<file path="config.mk">
export PLATFORM = sky130hd
export DESIGN_NAME = chario_irq_ctl
export DESIGN_NICKNAME = d
export VERILOG_FILES = /design/src/rtl/chario_irq_ctl.sv
export SDC_FILE = /design/constraint.sdc
export NUM_CORES = 1
export LEC_CHECK = 0
export CORE_ASPECT_RATIO = 1.5
export CORE_MARGIN = 2
export CORE_UTILIZATION = 35
export DETAILED_ROUTE_END_ITERATION = 8
export PLACE_DENSITY = 0.85
export SLEW_MARGIN = 10
export SYNTH_ARGS = -nofsm -noshare
export SYNTH_HDL_FRONTEND = slang
export SYNTH_SLANG_ARGS = --single-unit
</file>
<file path="constraint.sdc">
create_clock -name clk -period 0.95 [get_ports clk]
set_input_delay 0.095 -clock clk [delete_from_list [all_inputs] [get_ports clk]]
set_output_delay 0.095 -clock clk [all_outputs]
set_load 0.02 [all_outputs]
</file>
<file path="src/rtl/chario_irq_ctl.sv">
module chario_irq_ctl #(
  parameter int W = 8
) (
  input  logic         clk,
  input  logic         rst_n,
  input  logic [W-1:0] dev_in_byte,
  input  logic         dev_in_stb,
  output logic [W-1:0] dev_out_byte,
  output logic         dev_out_vld,
  input  logic         dev_out_ack,
  input  logic         exec,
  input  logic [5:0]   io_bits,
  input  logic [W-1:0] ac_lo,
  input  logic         step_early,
  input  logic         irq_t2,
  output logic [W-1:0] in_char,
  output logic         ac_load,
  output logic         skip_req,
  output logic         sc_clr,
  output logic         ien,
  output logic         irq_pending,
  output logic         overrun
);

  logic [W-1:0] rx_hold, tx_hold;
  logic rx_full, tx_free, irq_en, req_ff, ovr;

  wire do_inp = exec & io_bits[5];
  wire do_out = exec & io_bits[4];
  wire do_ski = exec & io_bits[3];
  wire do_sko = exec & io_bits[2];
  wire do_ion = exec & io_bits[1];
  wire do_iof = exec & io_bits[0];
  wire accept = dev_in_stb & ~rx_full;
  wire drop   = dev_in_stb & rx_full;

  always_ff @(posedge clk) begin
    if (!rst_n) begin
      rx_hold <= '0;
      rx_full <= 1'b0;
      ovr     <= 1'b0;
    end else begin
      if (accept) rx_hold <= dev_in_byte;
      if (accept) rx_full <= 1'b1;
      else if (do_inp) rx_full <= 1'b0;
      if (drop) ovr <= 1'b1;
    end
  end

  always_ff @(posedge clk) begin
    if (!rst_n) begin
      tx_hold <= '0;
      tx_free <= 1'b1;
    end else if (do_out) begin
      tx_hold <= ac_lo;
      tx_free <= 1'b0;
    end else if (dev_out_ack && !tx_free) begin
      tx_free <= 1'b1;
    end
  end

  always_ff @(posedge clk) begin
    if (!rst_n) begin
      irq_en <= 1'b0;
      req_ff <= 1'b0;
    end else begin
      if (irq_t2 || do_iof) irq_en <= 1'b0;
      else if (do_ion) irq_en <= 1'b1;
      if (irq_t2) req_ff <= 1'b0;
      else if (irq_en && (rx_full || tx_free) && !step_early) req_ff <= 1'b1;
    end
  end

  assign in_char      = rx_hold;
  assign dev_out_byte = tx_hold;
  assign dev_out_vld  = ~tx_free;
  assign ac_load      = do_inp;
  assign skip_req     = (do_ski & rx_full) | (do_sko & tx_free);
  assign sc_clr       = exec;
  assign ien          = irq_en;
  assign irq_pending  = req_ff;
  assign overrun      = ovr;

endmodule

</file>
=== Yosys cells after proc, flatten, opt, wreduce, memory -nomap -nowiden ===
Index checks and enable logic that the tools add are counted.

* Reduce and logical (&&, ||, !) cells: 11
* Divide/modulo/power cells: 0
* $add $sub $neg: 0
* Multiplexer cells: 4
* Bitwise logic cells: 14
* Equality and inequality tests: 0
* Magnitude comparators: 0
* Shift operators: 0
* $mul: 0

{| class="wikitable"
|+ Operator list
! kind !! number
|-
| 1-bit AND || 10
|-
| 1-bit two-way mux || 4
|-
| 2-bit nonzero test || 2
|-
| 2-bit OR reduction || 2
|-
| 1-bit logical AND || 3
|-
| 1-bit inverter || 3
|-
| 1-bit logical NOT || 2
|-
| 1-bit logical OR || 2
|-
| 1-bit bitwise OR || 1
|}

* Input bits: 29
* RAM bits: 0
* Register bits after elaboration: 21
* Word-level logic and storage cells: 36
* Bits in latches: 0
* Memories kept: 0
* Output and inout bits: 23
* Memory bits (read-only): 0

=== Longest topological paths before layout ===
Gate-level depths: netlist of run 1.

* Word-level depth: 4
* Depth in mapped cells: 4
* Depth with buffers taken out: 3

=== Least setup slack after synthesis of run 1 ===
OpenSTA, ideal clock, no wires.

* Path type: reg2out
* From: register rx_full
* To: output skip_req
* Path buffers: 0
* Data required time: 0.855 ns
* Data arrival time: 0.798 ns
* Stages on the path, launching flop included: 3
* Path slack: 0.057 ns
* Path through: dfxtp_1 -> a22oi_1 -> nor2b_1

* Word-level cells in the longest chain between the ends: 2

{| class="wikitable"
|+ Ends and longest elaborated chain
! element !! RTL line !! text
|-
| from (decl) || 26 || <nowiki>logic rx_full, tx_free, irq_en, req_ff, ovr;</nowiki>
|-
| from (signal assigned) || 40 || <nowiki>rx_full <= 1'b0;</nowiki>
|-
| from (signal assigned) || 44 || <nowiki>if (accept) rx_full <= 1'b1;</nowiki>
|-
| from (signal assigned) || 45 || <nowiki>else if (do_inp) rx_full <= 1'b0;</nowiki>
|-
| 1-bit AND || 78 || <nowiki>assign skip_req = (do_ski & rx_full) | (do_sko & tx_free);</nowiki>
|-
| 1-bit bitwise OR || 78 ||
|-
| to (decl) || 18 || <nowiki>output logic skip_req,</nowiki>
|}

No other way between the ends.

=== Final worst setup path of run 1 ===
* From: register rx_full
* To: register req_ff (netlist: irq_pending)

* Word-level cells in the longest chain between the ends: 3

{| class="wikitable"
|+ Ends and longest elaborated chain
! element !! RTL line !! text
|-
| 1-bit logical OR || 70 || <nowiki>else if (irq_en && (rx_full || tx_free) && !step_early) req_ff <= 1'b1;</nowiki>
|-
| 1-bit logical AND (2 in series) || 70 ||
|-
| to (signal assigned) || 65 || <nowiki>req_ff <= 1'b0;</nowiki>
|-
| to (signal assigned) || 69 || <nowiki>if (irq_t2) req_ff <= 1'b0;</nowiki>
|-
| to (signal assigned) || 70 ||
|-
| to (decl) || 26 ||
|}

No other way between the ends.
A chain may end at the register's enable or synchronous reset.

==> reports/qor.csv, run 1 <==
stage,metric,value,unit
status,status,"complete, but fails checks",
status,violations,negative setup slack,
yosys,syn_area,829.5,µm²
detailed_routing,drtPass1Iterations,4,
floorplan,die_w,43.75,µm
clock_tree,cts.sinks,21,
yosys,avgSynthCellArea,8.641,µm²
detailed_routing,wl_per_cell,12.98,µm
clock_tree,cts_tree,done,
sta,worst_pin_slew,258.3,ps
layout,layout_common_cells,"27 x clkdlybuf4s50_1, 22 x buf_4, 17 x dfxtp_1, 16 x nand2_1, 10 x a21oi_1",
global_routing,grt_pass1_vias,921,
place,io_buffers,51,
worst_setup_path,start_kind,register,
flow_run,drv_cap,0,
sta,finalCriticalPeriod,1098,ps
floorplan,io_pins,52,
detailed_routing,routed_wl,2362,µm
floorplan,die_y,63.63,µm
power,peakVddDrop,0.0008765,V
layout,utilization,0.6605,
layout,area_growth,77.83,%
global_routing,grt_usage,0.1920,
sta,clock.fmax,911.1,MHz
worst_setup_path,reg2reg_from,rx_full,
global_routing,antenna_found_initial,0,
worst_setup_path,max_stage_delay,350,ps
worst_setup_path,cp_data_required_time,1140,ps
clock_tree,clk_pin_slew,120,ps
worst_setup_path,path_cells,buf_4 > buf_6 > or2_1 > a31oi_1 > nor3_1,
yosys,syn_nets,125,
floorplan,initial_core_util,0.3714,
clock_tree,clock_latency,300,ps
layout,final_common_cell,clkdlybuf4s50_1,
layout,drive_gt1_frac,0.4340,
yosys,synthCells,96,
worst_setup_path,reg2reg_to,irq_pending,
sta,hold_viol,0,
min_path,min_from,rst_n,
place,dp.cells,177,
yosys,synthDistinctLibCells,21,
worst_setup_path,crit_fanout,6,
detailed_routing,drc_errors,0,
layout,stdcell_area,0.001475,mm²
global_routing,grt.overflow.total,0,
power,p_per_area,1264,mW/mm²
clock_tree,cts-root-buf,clkbuf_4,
worst_setup_path,worstRegToRegCells,5,
layout,diodes,0,
clock_tree,cts_htree_levels,1,
min_path,hold_path.class,in2reg,
floorplan,die_area,0.002784,mm²
worst_setup_path,r2r_setup_slack,-150,ps
worst_setup_path,critPathKind,reg2reg,
yosys,synth_warnings,0,
worst_setup_path,slowest_stage,dfxtp_2,
layout,final_cells,182,
power,power.total,1865,µW
power,p_leak,0.0006397,µW
clock_tree,clock_path_buffers,2,
clock_tree,cts_buffers,3,
global_routing,grt_pass1_wl,4036,µm
worst_setup_path,critPathArrivalTime,1290,ps
sta,skew,6.501,ps
yosys,synth-seq-cells,21,
place,gp_congestion,0.7029,
detailed_routing,ant_nets,0,
detailed_routing,vias_per_cell,4.769,
sta,drv_slew,0,
detailed_routing,num_vias,868,
min_path,holdPathStages,2,
sta,setup_viol,11,
yosys,ys_seq_area_frac,0.5068,
sta,rsz0062_at_grt,yes,
place,dp.final_hpwl,1866,µm
detailed_routing,drt-initial-drc-count,10,
layout,nNetsFinal,189,
worst_setup_path,endpoint_kind,register,
clock_tree,holdBufCountCts,0,
sta,slew_headroom,0.8276,
global_routing,grt_max_degree,15,
place,place_ws,-573.4,ps
floorplan,num_rows,21,
sta,setup_slack,-147.6,ps
floorplan,coreArea,0.002233,mm²
min_path,min_to,tx_free,
place,dpl-instance-area,0.001436,mm²
sta,final.period_utilization,1.155,
-- how the worst max path moves through the flow --
stage,end,startpoint,slack [ps],cells after the start
finish,irq_pending,rx_full,-150,5
detailed placement,ac_load,exec,-570,3
global route,skip_req,tx_free,-210,3
CTS,skip_req,rx_full,-180,3
global placement,ac_load,exec,-510,3
floorplan,skip_req,rx_full,60,2
-- layer usage --
metal	vias to the layer above	routed length, µm	global-route usage
li1	442	-	-
met1	397	854	0.2092
met2	27	1343	0.3438
met3	2	143	0.02865
met4	0	20	0.09091
met5	-	0	0
-- synth_stat cells (all sizes together) --
cell | number | area, µm²
nand2b | 1 | 6.260
a2111oi | 1 | 15.01
buf | 7 | 50.05
and2 | 1 | 6.260
or2 | 1 | 6.260
a211oi | 1 | 7.510
nand3 | 8 | 40.04
a22oi | 1 | 7.510
o21ai | 1 | 5.000
a21oi | 18 | 120.1
dfxtp | 21 | 420.4
inv | 3 | 11.26
a31oi | 1 | 6.260
nor3 | 1 | 5.000
nor2 | 2 | 7.510
nor2b | 2 | 12.51
nand2 | 26 | 102.6
-- registers in the layout (all words and copies together), names as in the netlist --
register,cells
tx_free,1
in_char,8
ien,1
dev_out_byte,8
overrun,1
rx_full,1
irq_pending,1
-- layout make-up --
type / instances / area [µm²]
repair buffers: 66 / 578.1
clock buffers: 4 / 26.28
fillers: 181 / 758.2
flip-flops and latches: 21 / 425.4
inverters: 3 / 11.26
well taps: 23 / 28.78
multi-input cells: 65 / 405.4
-- per-stage QoR --
stage | TNS (ps) | hold WS, ps
final | -1358 | 309.6
after detailed placement | -7751 | 445.0
after global placement | -6870 | 439.9
after floorplan | 0 | 156.9
after global routing | -1970 | 310.9
after CTS | -892.1 | 311.2
-- worst max-delay path, delay by kind of cell, from the launching register on --
| kind | cells | cell delay (ps) |
|---|---|---|
| compound gates | 1 | 140 |
| buf+inv | 2 | 250 |
| simple gates | 2 | 260 |
| flops | 1 | 350 |
-- cell families after synthesis --
family / share of synthesized area
buffers and inverters: 0.07391
flip-flops: 0.5068
AO/OA/AOI/OAI: 0.1946
AND/OR/NAND/NOR: 0.2247
-- timing repair --
action | in CTS | in global routing
setup endpoints to repair | 32 | 22
buffers inserted | 0 | 1
resized for setup | 105 | 26
pin swaps | 3 | 2
-- power by group --
group / leakage (µW) / internal (µW) / total, µW / switching, µW
Clock: 0.0000150 / 163 / 423 / 259
Sequential: 0.000173 / 927 / 950 / 22.9
Combinational: 0.000452 / 266 / 492 / 226
Note: power is estimated with default switching activity, not from simulation.
==> run 2: changes to the inputs <==
--- a/config.mk
+++ b/config.mk
@@ -5,10 +5,13 @@
 export SDC_FILE = /design/constraint.sdc
 export NUM_CORES = 1
 export LEC_CHECK = 0
+export CAP_MARGIN = 20
 export CORE_ASPECT_RATIO = 1.5
 export CORE_MARGIN = 2
 export CORE_UTILIZATION = 35
+export CTS_CLUSTER_SIZE = 25
 export DETAILED_ROUTE_END_ITERATION = 8
+export MAX_ROUTING_LAYER = met4
 export PLACE_DENSITY = 0.85
 export SLEW_MARGIN = 10
 export SYNTH_ARGS = -nofsm -noshare
==> run 2 against run 1 <==
The run still ends with negative setup slack left. Die area is the same. Flip-flop and latch count is the same. Non-clock buffer count shrank 1. Worst setup slack gained 2.1 ps. Final cell count shrank 0.55%. Core utilization shrank 1.4 points. Routed wire length shrank 0.72%. Hold slack gained 4.1 ps. Total power shrank 1.3%. Register-to-register slack gained 90 ps. Clock skew shrank 2.0 ps.
==> reports/qor.csv, run 2 (synthesized netlist as in run 1, its figures left out) <==
stage,metric,value,unit
sta,finalSetupTns,-443.6,ps
layout,diodes,0,
sta,worst_pin_slew,238.5,ps
place,gp_congestion,0.7107,
sta,setup_viol,11,
worst_setup_path,cp.depth,3,
global_routing,grt_pass1_wl,4036,µm
worst_setup_path,reg2reg_from,rx_full,
detailed_routing,ant_nets,0,
worst_setup_path,start_kind,register,
clock_tree,cts_htree_levels,1,
detailed_routing,drc_errors,0,
worst_setup_path,crit_buf_inv,1,
power,power.total,1842,µW
flow_run,drv_cap,0,
detailed_routing,drt-initial-drc-count,12,
layout,num-fill-cells,187,
power,p_leak,0.0006194,µW
worst_setup_path,reg2reg_to,irq_pending,
power,pwr-share-comb,0.257,
worst_setup_path,r2r_setup_slack,-60,ps
layout,area_growth,74.06,%
worst_setup_path,cp_data_required_time,850,ps
layout,nNetsFinal,188,
worst_setup_path,crit_fanout,2,
worst_setup_path,path_cells,a22oi_2 > nor2b_1 > buf_4,
floorplan,die_w,43.75,µm
detailed_routing,wl_per_cell,12.96,µm
global_routing,grt_busiest_layer,met2,
power,p_int,1345,µW
global_routing,grt.overflow.total,0,
power,seqPwrFrac,0.516,
sta,slew_headroom,0.8407,
sta,skew,4.498,ps
place,dp.final_hpwl,1866,µm
power,p_switching,496.2,µW
global_routing,use_met3,0.02865,
floorplan,die_y,63.63,µm
power,peakVddDrop,0.0008623,V
place,io_buffers,51,
global_routing,grt_pass1_vias,922,
worst_setup_path,critPathKind,reg2out,
status,violations,negative setup slack,
layout,final_common_cell,clkdlybuf4s50_1,
sta,hold_viol,0,
worst_setup_path,critPathArrivalTime,1000,ps
global_routing,antenna_found_initial,0,
global_routing,use_met1,0.2057,
floorplan,coreArea,0.002233,mm²
detailed_routing,drtPass1Iterations,4,
sta,clock.fmax,912.9,MHz
clock_tree,clk_pin_slew,110,ps
sta,setup_slack,-145.4,ps
clock_tree,cts.sinks,21,
sta,final.period_utilization,1.153,
global_routing,grt_usage,0.1964,
power,pwr-share-clk,0.227,
power,p_per_area,1276,mW/mm²
layout,layout_common_cells,"27 x clkdlybuf4s50_1, 22 x buf_4, 18 x dfxtp_1, 16 x nand2_1",
sta,rsz0062_at_grt,yes,
worst_setup_path,endpoint_kind,output port,
clock_tree,cts-root-buf,clkbuf_4,
floorplan,initial_core_util,0.3714,
global_routing,use_met2,0.3456,
worst_setup_path,crit_end,skip_req,
clock_tree,clock_latency,290,ps
detailed_routing,vias_per_cell,4.801,
sta,drv_slew,0,
worst_setup_path,slowest_stage,dfxtp_2,
min_path,hold_path.class,in2reg,
worst_setup_path,worstRegToRegCells,4,
clock_tree,post_cts_buffers,0,
power,netSwitchingFraction,0.2694,
clock_tree,cts_tree,done,
worst_setup_path,critPathLaunch,rx_full,
detailed_routing,routed_wl,2345,µm
layout,drive_gt1_frac,0.4177,
status,status,"complete, but fails checks",
detailed_routing,num_vias,869,
clock_tree,cts_buffers,3,
floorplan,die_area,0.002784,mm²
sta,finalCriticalPeriod,1095,ps
worst_setup_path,max_stage_delay,350,ps
clock_tree,clock_path_buffers,2,
floorplan,num_rows,21,
worst_setup_path,path_delay_family,flip-flops,
floorplan,io_pins,52,
global_routing,grt_max_degree,15,
place,place_ws,-573.4,ps
run 2: cell types whose count changed in the layout (fill, tap and decap cells not counted):
| cell | change |
|---|---|
| dfxtp_2 | -1 |
| buf_8 | -1 |
| nand2_2 | +2 |
| nand2_4 | -2 |
| a211oi_2 | -1 |
| a211oi_1 | +1 |
| dfxtp_1 | +1 |
run 2: power groups by stage:
stage | registers [µW] | logic [µW] | clock network, µW
detailed placement | 968 | 473 | 0
finish | 950 | 473 | 418
global route | 956 | 511 | 491
floorplan | 1020 | 146 | 0
global placement | 967 | 461 | 0
CTS | 947 | 452 | 432
run 2: final cells by class:
type | instances | area [µm²] | share of cell area
Timing Repair Buffer | 65 | 563.0 | 0.3899
Sequential cell | 21 | 424.2 | 0.2938
Multi-Input combinational cell | 65 | 390.4 | 0.2704
Tap cell | 23 | 28.78 | 0.01993
Clock buffer | 4 | 26.28 | 0.01820
Inverter | 3 | 11.26 | 0.007799
run 2: through the flow:
| step | util | cells | instance area (µm²) | hold WS [ps] |
|---|---|---|---|---|
| final | 0.6465 | 181 | 1444 | 313.7 |
| after global routing | 0.6465 | 181 | 1444 | 314.1 |
| after CTS | 0.6218 | 181 | 1389 | 311.2 |
| after detailed placement | 0.6431 | 177 | 1436 | 445.0 |
| after global placement | 0.6431 | 177 | 1436 | 439.9 |
| after floorplan | - | 96 | 829.5 | 156.9 |
run 2: worst reg2reg max path, delay by kind of cell (launching register included):
kind	cells	cell delay, ps
AND/OR/NAND/NOR	2	270
AO/OA/AOI/OAI	1	140
buffers and inverters	1	150
flip-flops	1	350
run 2: worst min path at each step:
stage / start / end / slack [ps] / depth (start not counted)
CTS: rst_n / tx_free / 310 / 2
detailed placement: dev_out_byte[4] / dev_out_byte[4] / 450 / 2
global route: rst_n / tx_free / 310 / 2
finish: rst_n / tx_free / 310 / 2
global placement: dev_out_byte[4] / dev_out_byte[4] / 440 / 2
floorplan: rst_n / tx_free / 160 / 1
run 2: timing repair:
item | in CTS | in global routing
hold buffers | 0 | 0
pin swaps | 3 | 0
resized for setup | 105 | 20
setup endpoints to repair | 32 | 22
run 2: metal layers:
layer | part of all wire | wire length [µm]
met4 | 0.0081 | 19
met5 | 0 | 0
met1 | 0.36 | 842
met3 | 0.061 | 143
met2 | 0.57 | 1340
